### config.mk
export PLATFORM = sky130hd
export DESIGN_NAME = rx_addr_filter
export DESIGN_NICKNAME = d
export VERILOG_FILES = /design/src/rtl/rxf_pkg.sv /design/src/rtl/rxf_crc_step.sv /design/src/rtl/rxf_capture.sv /design/src/rtl/rxf_decide.sv /design/src/rtl/rx_addr_filter.sv
export SDC_FILE = /design/constraint.sdc
export NUM_CORES = 1
export LEC_CHECK = 0
export BUFFER_PORTS_ARGS = -buffer_cell sky130_fd_sc_hd__buf_2
export CAP_MARGIN = 20
export CORE_MARGIN = 2
export CORE_UTILIZATION = 59
export CTS_CLUSTER_SIZE = 24
export DETAILED_ROUTE_END_ITERATION = 7
export GPL_ROUTABILITY_DRIVEN = 0
export GPL_TIMING_DRIVEN = 0
export PLACE_DENSITY = 0.95
export SETUP_SLACK_MARGIN = 0.2
export SLEW_MARGIN = 10
export SYNTH_ARGS = -nofsm -noshare
export SYNTH_HDL_FRONTEND = slang
export SYNTH_SLANG_ARGS = --single-unit
### constraint.sdc
create_clock -name clk -period 5.7 [get_ports clk]
set_input_delay 0.285 -clock clk [delete_from_list [all_inputs] [get_ports clk]]
set_output_delay 0.285 -clock clk [all_outputs]
set_load 0.03 [all_outputs]
### src/rtl/rxf_pkg.sv
package rxf_pkg;
  localparam int unsigned BYTE_W     = 8;
  localparam int unsigned ADDR_BYTES = 6;
  localparam int unsigned ADDR_W     = BYTE_W * ADDR_BYTES;
  localparam int unsigned CRC_W      = 32;
  localparam int unsigned BIN_W      = 6;
  localparam int unsigned CNT_W      = $clog2(ADDR_BYTES + 1);
  localparam logic [CRC_W-1:0] CRC_POLY = 32'hEDB88320;
  localparam logic [CRC_W-1:0] CRC_SEED = '1;

  typedef logic [ADDR_W-1:0] mac_addr_t;

  typedef struct packed {
    logic promisc;
    logic all_multi;
    logic hash_en;
    logic drop_own;
  } filt_cfg_t;
endpackage

### src/rtl/rxf_crc_step.sv
module rxf_crc_step
  import rxf_pkg::*;
(
  input  logic [CRC_W-1:0]  crc_in,
  input  logic [BYTE_W-1:0] data,
  output logic [CRC_W-1:0]  crc_out
);
  logic [CRC_W-1:0] stage [BYTE_W+1];

  assign stage[0] = crc_in;

  for (genvar b = 0; b < BYTE_W; b++) begin : g_bit
    logic fb;
    assign fb = stage[b][0] ^ data[b];
    assign stage[b+1] = (stage[b] >> 1) ^ (fb ? CRC_POLY : '0);
  end

  assign crc_out = stage[BYTE_W];
endmodule

### src/rtl/rxf_capture.sv
module rxf_capture
  import rxf_pkg::*;
(
  input  logic              clk,
  input  logic              rst_n,
  input  logic              in_valid,
  input  logic              in_sof,
  input  logic [BYTE_W-1:0] in_data,
  input  logic              tx_active,
  output mac_addr_t         addr_q,
  output logic [CRC_W-1:0]  crc_q,
  output logic              own_q,
  output logic              full_q
);
  localparam logic [CNT_W-1:0] DONE = CNT_W'(ADDR_BYTES);
  localparam logic [CNT_W-1:0] LAST = CNT_W'(ADDR_BYTES - 1);

  logic [CNT_W-1:0] cnt_q;
  logic [CNT_W-1:0] idx;
  logic             take;
  logic [CRC_W-1:0] crc_base;
  logic [CRC_W-1:0] crc_next;

  assign take     = in_valid && (in_sof || (cnt_q != DONE));
  assign idx      = in_sof ? '0 : cnt_q;
  assign crc_base = in_sof ? CRC_SEED : crc_q;

  rxf_crc_step u_step (
    .crc_in  (crc_base),
    .data    (in_data),
    .crc_out (crc_next)
  );

  always_ff @(posedge clk) begin
    if (!rst_n) begin
      cnt_q  <= DONE;
      addr_q <= '0;
      crc_q  <= CRC_SEED;
      own_q  <= 1'b0;
      full_q <= 1'b0;
    end else begin
      full_q <= take && (idx == LAST);
      if (take) begin
        cnt_q  <= idx + 1'b1;
        addr_q <= {in_data, addr_q[ADDR_W-1:BYTE_W]};
        crc_q  <= crc_next;
        own_q  <= in_sof ? tx_active : (own_q | tx_active);
      end
    end
  end
endmodule

### src/rtl/rxf_decide.sv
module rxf_decide
  import rxf_pkg::*;
(
  input  logic             clk,
  input  logic             rst_n,
  input  logic             restart,
  input  logic             full_q,
  input  mac_addr_t        addr_q,
  input  logic [CRC_W-1:0] crc_q,
  input  logic             own_q,
  input  mac_addr_t        station,
  input  logic [63:0]      hash_tbl,
  input  filt_cfg_t        cfg,
  output logic             dec_valid,
  output logic             accept
);
  logic [BIN_W-1:0] bin;
  logic is_bcast, is_group, is_mine, hash_hit, own_drop, verdict;

  assign bin      = crc_q[CRC_W-1 -: BIN_W];
  assign is_bcast = &addr_q;
  assign is_group = addr_q[0];
  assign is_mine  = (addr_q == station);
  assign hash_hit = hash_tbl[bin];
  assign own_drop = cfg.drop_own && own_q;

  always_comb begin
    verdict = is_mine || is_bcast ||
              (is_group && (cfg.all_multi || (cfg.hash_en && hash_hit)));
    verdict = cfg.promisc || (verdict && !own_drop);
  end

  always_ff @(posedge clk) begin
    if (!rst_n) begin
      dec_valid <= 1'b0;
      accept    <= 1'b0;
    end else if (restart) begin
      dec_valid <= 1'b0;
      accept    <= 1'b0;
    end else if (full_q) begin
      dec_valid <= 1'b1;
      accept    <= verdict;
    end
  end
endmodule

### src/rtl/rx_addr_filter.sv
module rx_addr_filter
  import rxf_pkg::*;
(
  input  logic        clk,
  input  logic        rst_n,
  input  logic        in_valid,
  output logic        in_ready,
  input  logic        in_sof,
  input  logic [7:0]  in_data,
  input  logic [15:0] sta_hi,
  input  logic [31:0] sta_lo,
  input  logic [31:0] hash_hi,
  input  logic [31:0] hash_lo,
  input  logic        cfg_promisc,
  input  logic        cfg_all_multi,
  input  logic        cfg_hash_en,
  input  logic        cfg_drop_own,
  input  logic        tx_active,
  output logic        dec_valid,
  output logic        accept
);
  mac_addr_t        addr_q;
  logic [CRC_W-1:0] crc_q;
  logic             own_q;
  logic             full_q;
  filt_cfg_t        cfg;
  logic             ready_q;

  always_ff @(posedge clk) begin
    if (!rst_n) ready_q <= 1'b0;
    else        ready_q <= 1'b1;
  end
  assign in_ready = ready_q;

  assign cfg = '{promisc: cfg_promisc, all_multi: cfg_all_multi,
                 hash_en: cfg_hash_en, drop_own: cfg_drop_own};

  rxf_capture u_cap (
    .clk       (clk),
    .rst_n     (rst_n),
    .in_valid  (in_valid && ready_q),
    .in_sof    (in_sof),
    .in_data   (in_data),
    .tx_active (tx_active),
    .addr_q    (addr_q),
    .crc_q     (crc_q),
    .own_q     (own_q),
    .full_q    (full_q)
  );

  rxf_decide u_dec (
    .clk       (clk),
    .rst_n     (rst_n),
    .restart   (in_valid && ready_q && in_sof),
    .full_q    (full_q),
    .addr_q    (addr_q),
    .crc_q     (crc_q),
    .own_q     (own_q),
    .station   ({sta_hi, sta_lo}),
    .hash_tbl  ({hash_hi, hash_lo}),
    .cfg       (cfg),
    .dec_valid (dec_valid),
    .accept    (accept)
  );
endmodule

### Yosys cells after proc, flatten, opt, wreduce, memory -nomap -nowiden

Index checks and enable logic that the tools add are counted.

| storage, ports and cells | value |
|---|---|
| memories kept | 0 |
| memory bits (writable) | 0 |
| memory bits (read-only) | 0 |
| logic and storage cells | 61 |
| register bits after elaboration | 88 |
| input bits | 129 |
| bits in latches | 0 |

| cells by class | value |
|---|---|
| reductions and logical operators | 16 |
| bitwise gates (word level) | 18 |
| muxes and demuxes | 14 |
| order comparisons | 1 |
| multiply operators | 0 |
| div/mod/pow operators | 0 |
| $add $sub $neg | 1 |
| eq/ne operators | 3 |
| shift-type cells | 0 |

Operators with widths:

| operator | count |
|---|---|
| two-way mux 32 bit | 9 |
| XOR 31 x 32 -> 32 bit | 8 |
| equality test 48 bit | 1 |
| AND reduction 48 bit | 1 |
| logical AND 1 bit | 8 |
| XOR 1 bit | 8 |
| less-than comparator 6 x 7 -> 1 bit (second input constant) | 1 |
| binary-select mux 1 bit (select 6 bit) | 1 |
| logical OR 1 bit | 5 |
| adder 3 x 1 -> 3 bit (second input constant) | 1 |
| equality test 3 bit (second input constant) | 1 |
| two-way mux 1 bit | 3 |
| two-way mux 3 bit | 1 |
| != test 3 bit (second input constant) | 1 |
| OR reduction 2 bit | 1 |
| zero test 1 bit | 1 |
| inverter 1 bit | 1 |
| OR 1 bit | 1 |

### Depth between registers and ports, before layout

Gate-level depths: netlist (run 1).

| depth | value |
|---|---|
| word-level depth | 25 |
| mapped depth | 8 |

### Modules after synthesis

A second synthesis (run 1) with hierarchy kept.

| unflattened totals | value |
|---|---|
| cells, all modules | 574 |
| area, all modules | 5,939.4 um^2 |

By module, submodules not included:

| module | cells each | area each (um^2) | instances |
|---|---|---|---|
| rxf_capture | 372 | 3,606.0 | 1 |
| rxf_decide | 132 | 1,323.8 | 1 |
| rxf_crc_step | 67 | 977.2 | 1 |
| rx_addr_filter | 3 | 32.5 | 1 |

### Least setup slack after synthesis (run 1)

No wires, ideal clock.

| timing | value |
|---|---|
| path type | register to register |
| from | reg u_cap.crc_q[26] |
| to | reg u_dec.accept |
| library setup time | 0.124 ns |
| clock period less this slack | 1.802 ns |
| stages on the path, launching flop included | 8 |
| path slack | 3.898 ns |
| arrival time | 1.678 ns |
| required time | 5.576 ns |
| path buffers | 2 |
| cell sequence | dfxtp_1 -> buf_6 -> buf_2 -> mux4_2 -> a22oi_1 -> nand3_1 -> o21ai_0 -> a31oi_1 |

| on the way | value |
|---|---|
| word-level cells in the longest chain between the ends | 8 |

RTL lines:

| element | RTL line | RTL |
|---|---|---|
| from (decl) | rxf_capture.sv:11 | `output logic [CRC_W-1:0] crc_q,` |
| from (signal assigned) | rxf_capture.sv:46 | `crc_q <= crc_next;` |
| binary-select mux 1 bit (select 6 bit) | rxf_decide.sv:24 | `assign hash_hit = hash_tbl[bin];` |
| two-way mux 1 bit (not written as such) | rxf_decide.sv:24 |  |
| logical AND 1 bit | rxf_decide.sv:29 | `(is_group && (cfg.all_multi \|\| (cfg.hash_en && hash_hit)));` |
| logical OR 1 bit | rxf_decide.sv:29 |  |
| logical AND 1 bit | rxf_decide.sv:29 |  |
| logical OR 1 bit | rxf_decide.sv:28 | `verdict = is_mine \|\| is_bcast \|\|` |
| logical AND 1 bit | rxf_decide.sv:30 | `verdict = cfg.promisc \|\| (verdict && !own_drop);` |
| logical OR 1 bit | rxf_decide.sv:30 |  |
| to (signal assigned) | rxf_decide.sv:42 | `accept <= verdict;` |
| to (decl) | rxf_decide.sv:15 | `output logic accept` |

Every way passes these cells. The select of a mux whose other input is x is not followed.
A chain may end at the register's enable or synchronous reset.

### Worst setup path after layout (run 1)

Same ends and word-level chain as after synthesis.

==> metrics.md, run 1 <==
| Metric | Value |
|---|---|
| Outcome | `finished, final reports clean` |
| P&R area growth vs syn | `17.6%` |
| #FFs+latches synth | `roughly 90` |
| Setup Viol. Count Final | `0` |
| Syn_area_per_cell | `approximately 8.5 um^2` |
| Fin. max-slew vios | `0` |
| Worst setup path category | `reg -> reg` |
| H-tree Lvls | `3` |
| Initial Utilization | `0.613` |
| Largest net degree at the start of global routing | `18` |
| Family with the most delay on the worst path | `multiplexers` |
| Final nets | `~940` |
| Worst EP arrival | `between 2000 and 2500 ps` |
| Leading cell type in the layout, fill and taps excluded | `buf_2` |
| Primary FF master, synth | `dfxtp_1` |
| Hold slack | `24.8 ps` |
| Buf/Inv on CP | `2` |
| Cell depth of the worst hold path | `1` |
| Total CTS buffers | `9` |
| Final hold vios | `0` |
| Port Buffers | `126` |
| Upper clock frequency limit | `between 0.4 and 0.5 GHz` |
| Element type at the critical path start | `register` |
| FF-to-FF path depth | `7` |
| Hold crit path type | `in -> reg` |
| Vias in the first global route | `roughly 5,500` |
| Worst vdd ir | `0.153 mV` |
| TritonCTS clock tree | `done` |
| Antenna violations before repair | `0` |
| First-pass GRT wire length | `about 26,000 um` |
| Fillcell total | `between 600 and 700` |
| Max Root-Sink Buffers | `2` |
| Reg clk slew, reported paths | `100 ps` |
| CP required | `5960 ps` |
| Share of cells above drive strength 1 | `0.229` |
| Fin Clk Skew | `12.3 ps` |
| Final WL | `approximately 16,000 um` |
| Global route total overflow | `0` |
| Critical Path End Type | `register` |
| # hold bufs at CTS | `0` |
| Slowest-stage cell, CP | `mux4_2` |
| Setup TNS | `0 ps` |
| Critical path peak fanout | `10` |
| Die Wd | `approximately 100 um` |
| DRT Pass-1 Iters | `5` |
| CP Cell Sequence | `buf_6, buf_2, mux4_2, a22oi_1, nand3_1, o21ai_0, a31oi_1` |
| Syn_nets | `800` |
| Post-CTS Setup Bufs | `0` |
| Fin crit share | `0.380` |
| Post-Synthesis Cells | `~670` |
| Crit-path max cell delay | `approximately 560 ps` |
| Yosys warns | `0` |
| Antenna diode count | `0` |
| Rows | `35` |
| Pwr Density | `roughly 240 nW/um^2` |
| Root Buffer | `clkbuf_8` |
| Die H | `102 um` |
| Initial DRC Count | `about 330` |
| Unrepaired setup endpoints after global routing | `no` |
| Number of antenna-violating nets in the routed design | `0` |
| Register area share after synthesis | `0.310` |
| Drt wl/cell | `between 15 and 20 um` |
| DR DRC count | `0` |
| HPWL after DPL | `between 10,000 and 15,000 um` |
| Post-synthesis cell area | `between 5000 and 6000 um^2` |
| Crit path depth | `7` |
| Static leakage | `roughly 2.7 nW` |
| Cts repair resizes | `0` |
| Gr usage total | `0.321` |
| Insertion delay to the later sink of the worst-skew pair | `roughly 370 ps` |
| CORE AREA | `just over 9000 um^2` |
| Slew headroom | `0.532` |
| Worst-Margin Slew | `~700 ps` |
| Post-synth EDFFs | `0` |
| Io pins | `between 100 and 150` |
| Die ar. | `~10,000 um^2` |
| Commonest cells after routing, fill and taps aside | `buf_2 (146), nand2_1 (145), dfxtp_1 (88), xnor2_1 (75), xor2_1 (57)` |
| Max cap viols | `0` |
| Minimum clock period | `2170 ps` |
| Via density | `just under 6` |
| CTS sink cnt | `88` |
| Distinct cells, synth | `49` |
| Asr flop ratio synth | `0` |
| Vias | `5,516` |
[cells by family (layout without fill, tap and decap cells)]
family	after synthesis	count (layout)	share of synthesized area
XOR/XNOR	139	139	0.226
adder cells (fa/ha/maj)	2	2	0.00440
AND/OR/NAND/NOR	247	247	0.191
multiplexers	18	18	0.0660
buffers and inverters	53	195	0.0453
AO/OA/AOI/OAI	122	122	0.157
flip-flops	88	88	0.310
[worst register-to-register path, stage by stage (launching register included)]
cell and delay [ps]:
dfxtp_1 400, buf_6 180, buf_2 280, mux4_2 560, a22oi_1 170, nand3_1 130, o21ai_0 220, a31oi_1 110
[layout make-up]
| class | instances | area, um^2 | share of cell area |
|---|---|---|---|
| multi-input cells | 528 | 3670 | 0.548 |
| plain buffers | 49 | 243 | 0.0363 |
| flip-flops and latches | 88 | 1760 | 0.263 |
| well taps | 129 | 161 | 0.0241 |
| clock inverters | 7 | 83.8 | 0.0125 |
| inverters | 4 | 15.0 | 0.00225 |
| repair buffers | 126 | 631 | 0.0943 |
| clock buffers | 9 | 124 | 0.0185 |
[report_power, final]
| group | switching [mW] | leakage, nW | internal (mW) |
|---|---|---|---|
| logic | 0.248 | 1.92 | 0.210 |
| registers | 0.0222 | 0.717 | 0.640 |
| clock network | 0.249 | 0.103 | 0.212 |
| total | 0.520 | 2.74 | 1.06 |
[cells in the mapped netlist, drive strengths merged (11+ instances only)]
library cell  instances  area [um^2]
buf                  32          179
clkbuf               17         63.8
xor2                 58          516
nand2               145          544
mux4                 13          323
a21boi               49          368
nor4                 11         68.8
o211ai               38          285
dfxtp                88         1760
xnor2                80          749
nand4                19          119
nand3                15         75.1
nor2                 33          131
[metrics by stage]
| step | cell area (um^2) | util | worst slack, ps | instances | power, mW |
|---|---|---|---|---|---|
| detailed placement | 6480 | 0.698 | 3450 | 924 | 1.12 |
| global route | 6690 | 0.720 | 3420 | 940 | 1.64 |
| global placement | 6480 | 0.698 | 3540 | 924 | 1.11 |
| finish | 6690 | 0.720 | 3530 | 940 | 1.58 |
| floorplan | 5690 | - | 3900 | 669 | 0.996 |
| CTS | 6690 | 0.720 | 3570 | 940 | 1.57 |
[layer usage]
metal	GRT usage	share of wire
met5	0	0
met4	0.166	0.045
met3	0.0677	0.080
met2	0.553	0.49
met1	0.377	0.39
[state kept, by name, indices dropped and copies added (netlist names)]
signal / flops
u_cap.crc_q: 32
u_cap.addr_q: 48
u_cap.full_q: 1
u_dec.accept: 1
u_dec.dec_valid: 1
u_cap.cnt_q: 3
u_cap.own_q: 1
in_ready: 1
[worst paths after layout]
check,from,end,slack [ps]
setup / recovery,u_cap.crc_q[26],u_dec.accept,3530
hold / removal,rst_n,in_ready,20
setup reg to reg,u_cap.crc_q[26],u_dec.accept,3530
hold reg to reg,u_cap.crc_q[14],u_cap.crc_q[14],500
No activity file was read; power rests on OpenSTA's default activity.
==> run 2, diff against run 1 <==
--- a/config.mk
+++ b/config.mk
@@ -8,12 +8,12 @@
 export BUFFER_PORTS_ARGS = -buffer_cell sky130_fd_sc_hd__buf_2
 export CAP_MARGIN = 20
 export CORE_MARGIN = 2
-export CORE_UTILIZATION = 59
+export CORE_UTILIZATION = 50
 export CTS_CLUSTER_SIZE = 24
 export DETAILED_ROUTE_END_ITERATION = 7
 export GPL_ROUTABILITY_DRIVEN = 0
 export GPL_TIMING_DRIVEN = 0
-export PLACE_DENSITY = 0.95
+export PLACE_DENSITY = 0.87
 export SETUP_SLACK_MARGIN = 0.2
 export SLEW_MARGIN = 10
 export SYNTH_ARGS = -nofsm -noshare
==> constraint.sdc (replaced) <==
create_clock -name clk -period 1.8 [get_ports clk]
set_input_delay 0.09 -clock clk [delete_from_list [all_inputs] [get_ports clk]]
set_output_delay 0.09 -clock clk [all_outputs]
set_load 0.03 [all_outputs]
==> run 2 against run 1 <==
- final cell count is 4.9% higher
- flip-flop and latch count stayed put
- worst setup slack worse by 3600 ps
- critical path depth is 1 higher
- final area is 21% higher
- register-to-register slack worse by 3600 ps
- largest cell class unchanged
- the flow now finishes with violations (setup timing)
- non-clock buffer count is 36 higher
==> metrics.md, run 2 (synthesis gave the netlist of run 1 again) <==
| Metric | Value |
|---|---|
| Slowest-stage cell, CP | `dfxtp_2` |
| H-tree Lvls | `3 (unchanged)` |
| Fin crit share | `1.05 (+0.670)` |
| Root Buffer | `clkbuf_16` |
| Insertion delay to the later sink of the worst-skew pair | `350 ps (-20 ps)` |
| Drt wl/cell | `23.2 um (+34%)` |
| Leading cell type in the layout, fill and taps excluded | `nand2_1` |
| Global route total overflow | `0 (unchanged)` |
| Largest net degree at the start of global routing | `16 (-2)` |
| First-pass GRT wire length | `30,400 um (+16%)` |
| Seq pwr share | `0.337 (-0.082)` |
| Die ar. | `12,200 um^2 (+17%)` |
| Hold crit path type | `in -> reg` |
| CTS sink cnt | `88 (unchanged)` |
| Critical path peak fanout | `6 (-4)` |
| Max cap viols | `0 (unchanged)` |
| Worst vdd ir | `0.981 mV (+540%)` |
| Slew headroom | `0.580 (+0.0483)` |
| Pwr Density | `779 nW/um^2 (+230%)` |
| Worst EP arrival | `2070 ps (-360 ps)` |
| Min-delay src | `tx_active` |
| Largest register FFs | `48 (unchanged)` |
| Vias in the first global route | `5,868 (+6.0%)` |
| Reg clk slew, reported paths | `70 ps (-30 ps)` |
| Die Wd | `111 um (+8.3%)` |
| Failing checks | `setup timing` |
| CORE AREA | `11,000 um^2 (+18%)` |
| Commonest cells after routing, fill and taps aside | `nand2_1 (140), buf_2 (132), dfxtp_1 (80), xnor2_1 (49), xor2_1 (47)` |
| CP required | `1980 ps (-3980 ps)` |
| Final hold vios | `0 (unchanged)` |
| Psw | `2.21 mW (+320%)` |
| Worst setup path category | `reg -> reg` |
| Largest Register | `u_cap.addr_q` |
| Share of cells above drive strength 1 | `0.381 (+0.151)` |
| Max Root-Sink Buffers | `2 (unchanged)` |
| TritonCTS clock tree | `done` |
| Upper clock frequency limit | `0.529 GHz (+15%)` |
| Worst r2r dst | `u_cap.crc_q[26]` |
| Clk network pwr share | `0.286 (-0.006)` |
| Post-place setup slack | `-373 ps (-3820 ps)` |
| Via density | `6.42 (+9.4%)` |
| Reg-to-reg startpoint | `u_cap.crc_q[1]` |
| Setup Viol. Count Final | `14 (+14)` |
| Vias | `6,327 (+15%)` |
| Port Buffers | `126 (unchanged)` |
| Rows | `38 (+8.6%)` |
| Switching Share | `0.350 (+0.0212)` |
| Antenna diode count | `0 (unchanged)` |
| Total CTS buffers | `9 (unchanged)` |
| Worst Hold Endpoint | `u_cap.own_q` |
| DRT Pass-1 Iters | `6 (+1)` |
| Minimum clock period | `1890 ps (-278 ps)` |
| Static leakage | `3.31 nW (+21%)` |
| HPWL after DPL | `12,300 um (-1.2%)` |
| Initial Utilization | `0.518 (-0.0948)` |
| Cell depth of the worst hold path | `3 (+2)` |
| Gr usage total | `0.310 (-0.0111)` |
| Number of antenna-violating nets in the routed design | `0 (unchanged)` |
| Initial DRC Count | `850 (+150%)` |
| Fin. max-slew vios | `0 (unchanged)` |
| Die H | `111 um (+8.3%)` |
| Unrepaired setup endpoints after global routing | `yes` |
| Antenna violations before repair | `0 (unchanged)` |
| Fillcell total | `679 (-1.9%)` |
| Outcome | `finished with violations` |
| Worst-Margin Slew | `630 ps (-69.0 ps)` |
| P&R area growth vs syn | `42.4%` |
| Cell-internal power | `4.10 mW (+290%)` |
| Final Power | `6.31 mW (+300%)` |
| DR DRC count | `0 (unchanged)` |
| Final nets | `973 (+3.8%)` |
| FF-to-FF path depth | `8 (+1)` |
| Buf/Inv on CP | `2 (unchanged)` |
| Family with the most delay on the worst path | `compound AO/OA/AOI/OAI gates` |
| Flop2flop setup slack | `-90 ps (-3620 ps)` |
| Final WL | `22,900 um (+41%)` |
| Element type at the critical path start | `register` |
| Top Registers | `u_cap.addr_q: 48 flops, u_cap.crc_q: 32 flops, u_cap.cnt_q: 3 flops` |
| Fin Clk Skew | `7.78 ps (-4.51 ps)` |
| CP Cell Sequence | `buf_12, xnor2_4, o21ai_4, a211oi_2, buf_4, nor2_4, xnor2_2, o211ai_1` |
| Combinational share of power | `0.378 (+0.088)` |
| Setup WS post-layout | `-90.1 ps (-3620 ps)` |
| Crit-path max cell delay | `340 ps (-220 ps)` |
| Critical Path End Type | `register` |
| Io pins | `132 (unchanged)` |
## run 2: cell count changes in the layout (fill, tap and decap cells not counted), moves of 10 or more
| cell | delta |
|---|---|
| xnor2_1 | -26 |
| xnor2_4 | +10 |
| buf_2 | -14 |
| buf_4 | +23 |
| buf_6 | +18 |
| xor2_1 | -10 |
| xnor2_2 | +16 |
## run 2: worst max-delay path by stage
stage / cells after the start / slack (ps) / endpoint / start
floorplan: 7 / 120 / u_dec.accept / u_cap.crc_q[26]
global placement: 8 / -320 / u_cap.crc_q[3] / in_sof
detailed placement: 8 / -370 / u_cap.crc_q[25] / in_sof
CTS: 7 / -30 / u_dec.accept / u_cap.crc_q[26]
global route: 7 / -160 / u_dec.accept / u_cap.crc_q[26]
finish: 8 / -90 / u_cap.crc_q[26] / u_cap.crc_q[1]
## run 2: what timing repair did
| item | CTS | global route |
|---|---|---|
| cloned | 1 | 0 |
| pin swaps | 17 | 48 |
| endpoints found under the hold margin | 1 | 0 |
| gates resized for setup | 106 | 113 |
| endpoints found under the setup margin | 72 | 84 |
| buffers inserted | 14 | 20 |
| hold buffers | 1 | 0 |
## run 2: metal layers
layer,GRT usage,share of wire,vias to the layer above
met4,0.128,0.065,0
met3,0.0708,0.11,167
met5,0,0,-
met1,0.380,0.35,2958
li1,-,-,2659
met2,0.524,0.47,543
## run 2: area by class of cell
type	count	area [um^2]	area share
buffer	49	404	0.0499
clock buffer	9	225	0.0278
clock inverter	6	46.3	0.00572
sequential	88	1780	0.220
inverter	4	15.0	0.00185
timing repair buffer	162	988	0.122
tap	140	175	0.0216
multi-input combinational	528	4470	0.551
## run 2: worst register-to-register path, cell delays in order, from the launching register on
cell and delay [ps]:
dfxtp_2 340, buf_12 150, xnor2_4 160, o21ai_4 230, a211oi_2 100, buf_4 160, nor2_4 290, xnor2_2 170
o211ai_1 120
## run 2: through the flow
stage                     TNS, ps  hold WS, ps  cell area (um^2)   util  std cells
after global routing        -1530         61.0              8100  0.738        986
after global placement     -14860          211              6510  0.593        935
after detailed placement   -17420          216              6510  0.593        935
after CTS                   -28.9         21.3              7440  0.678        966
after floorplan                 0          118              5710      -        669
final                        -777         17.6              8100  0.738        986
## run 2: power by group through the flow
stage               clock, mW  combinational [mW]  sequential [mW]
global placement            0                1.41             2.13
floorplan                   0                1.05             2.12
CTS                      1.76                1.79             2.10
detailed placement          0                1.43             2.14
global route             1.86                2.47             2.13
finish                   1.80                2.38             2.12
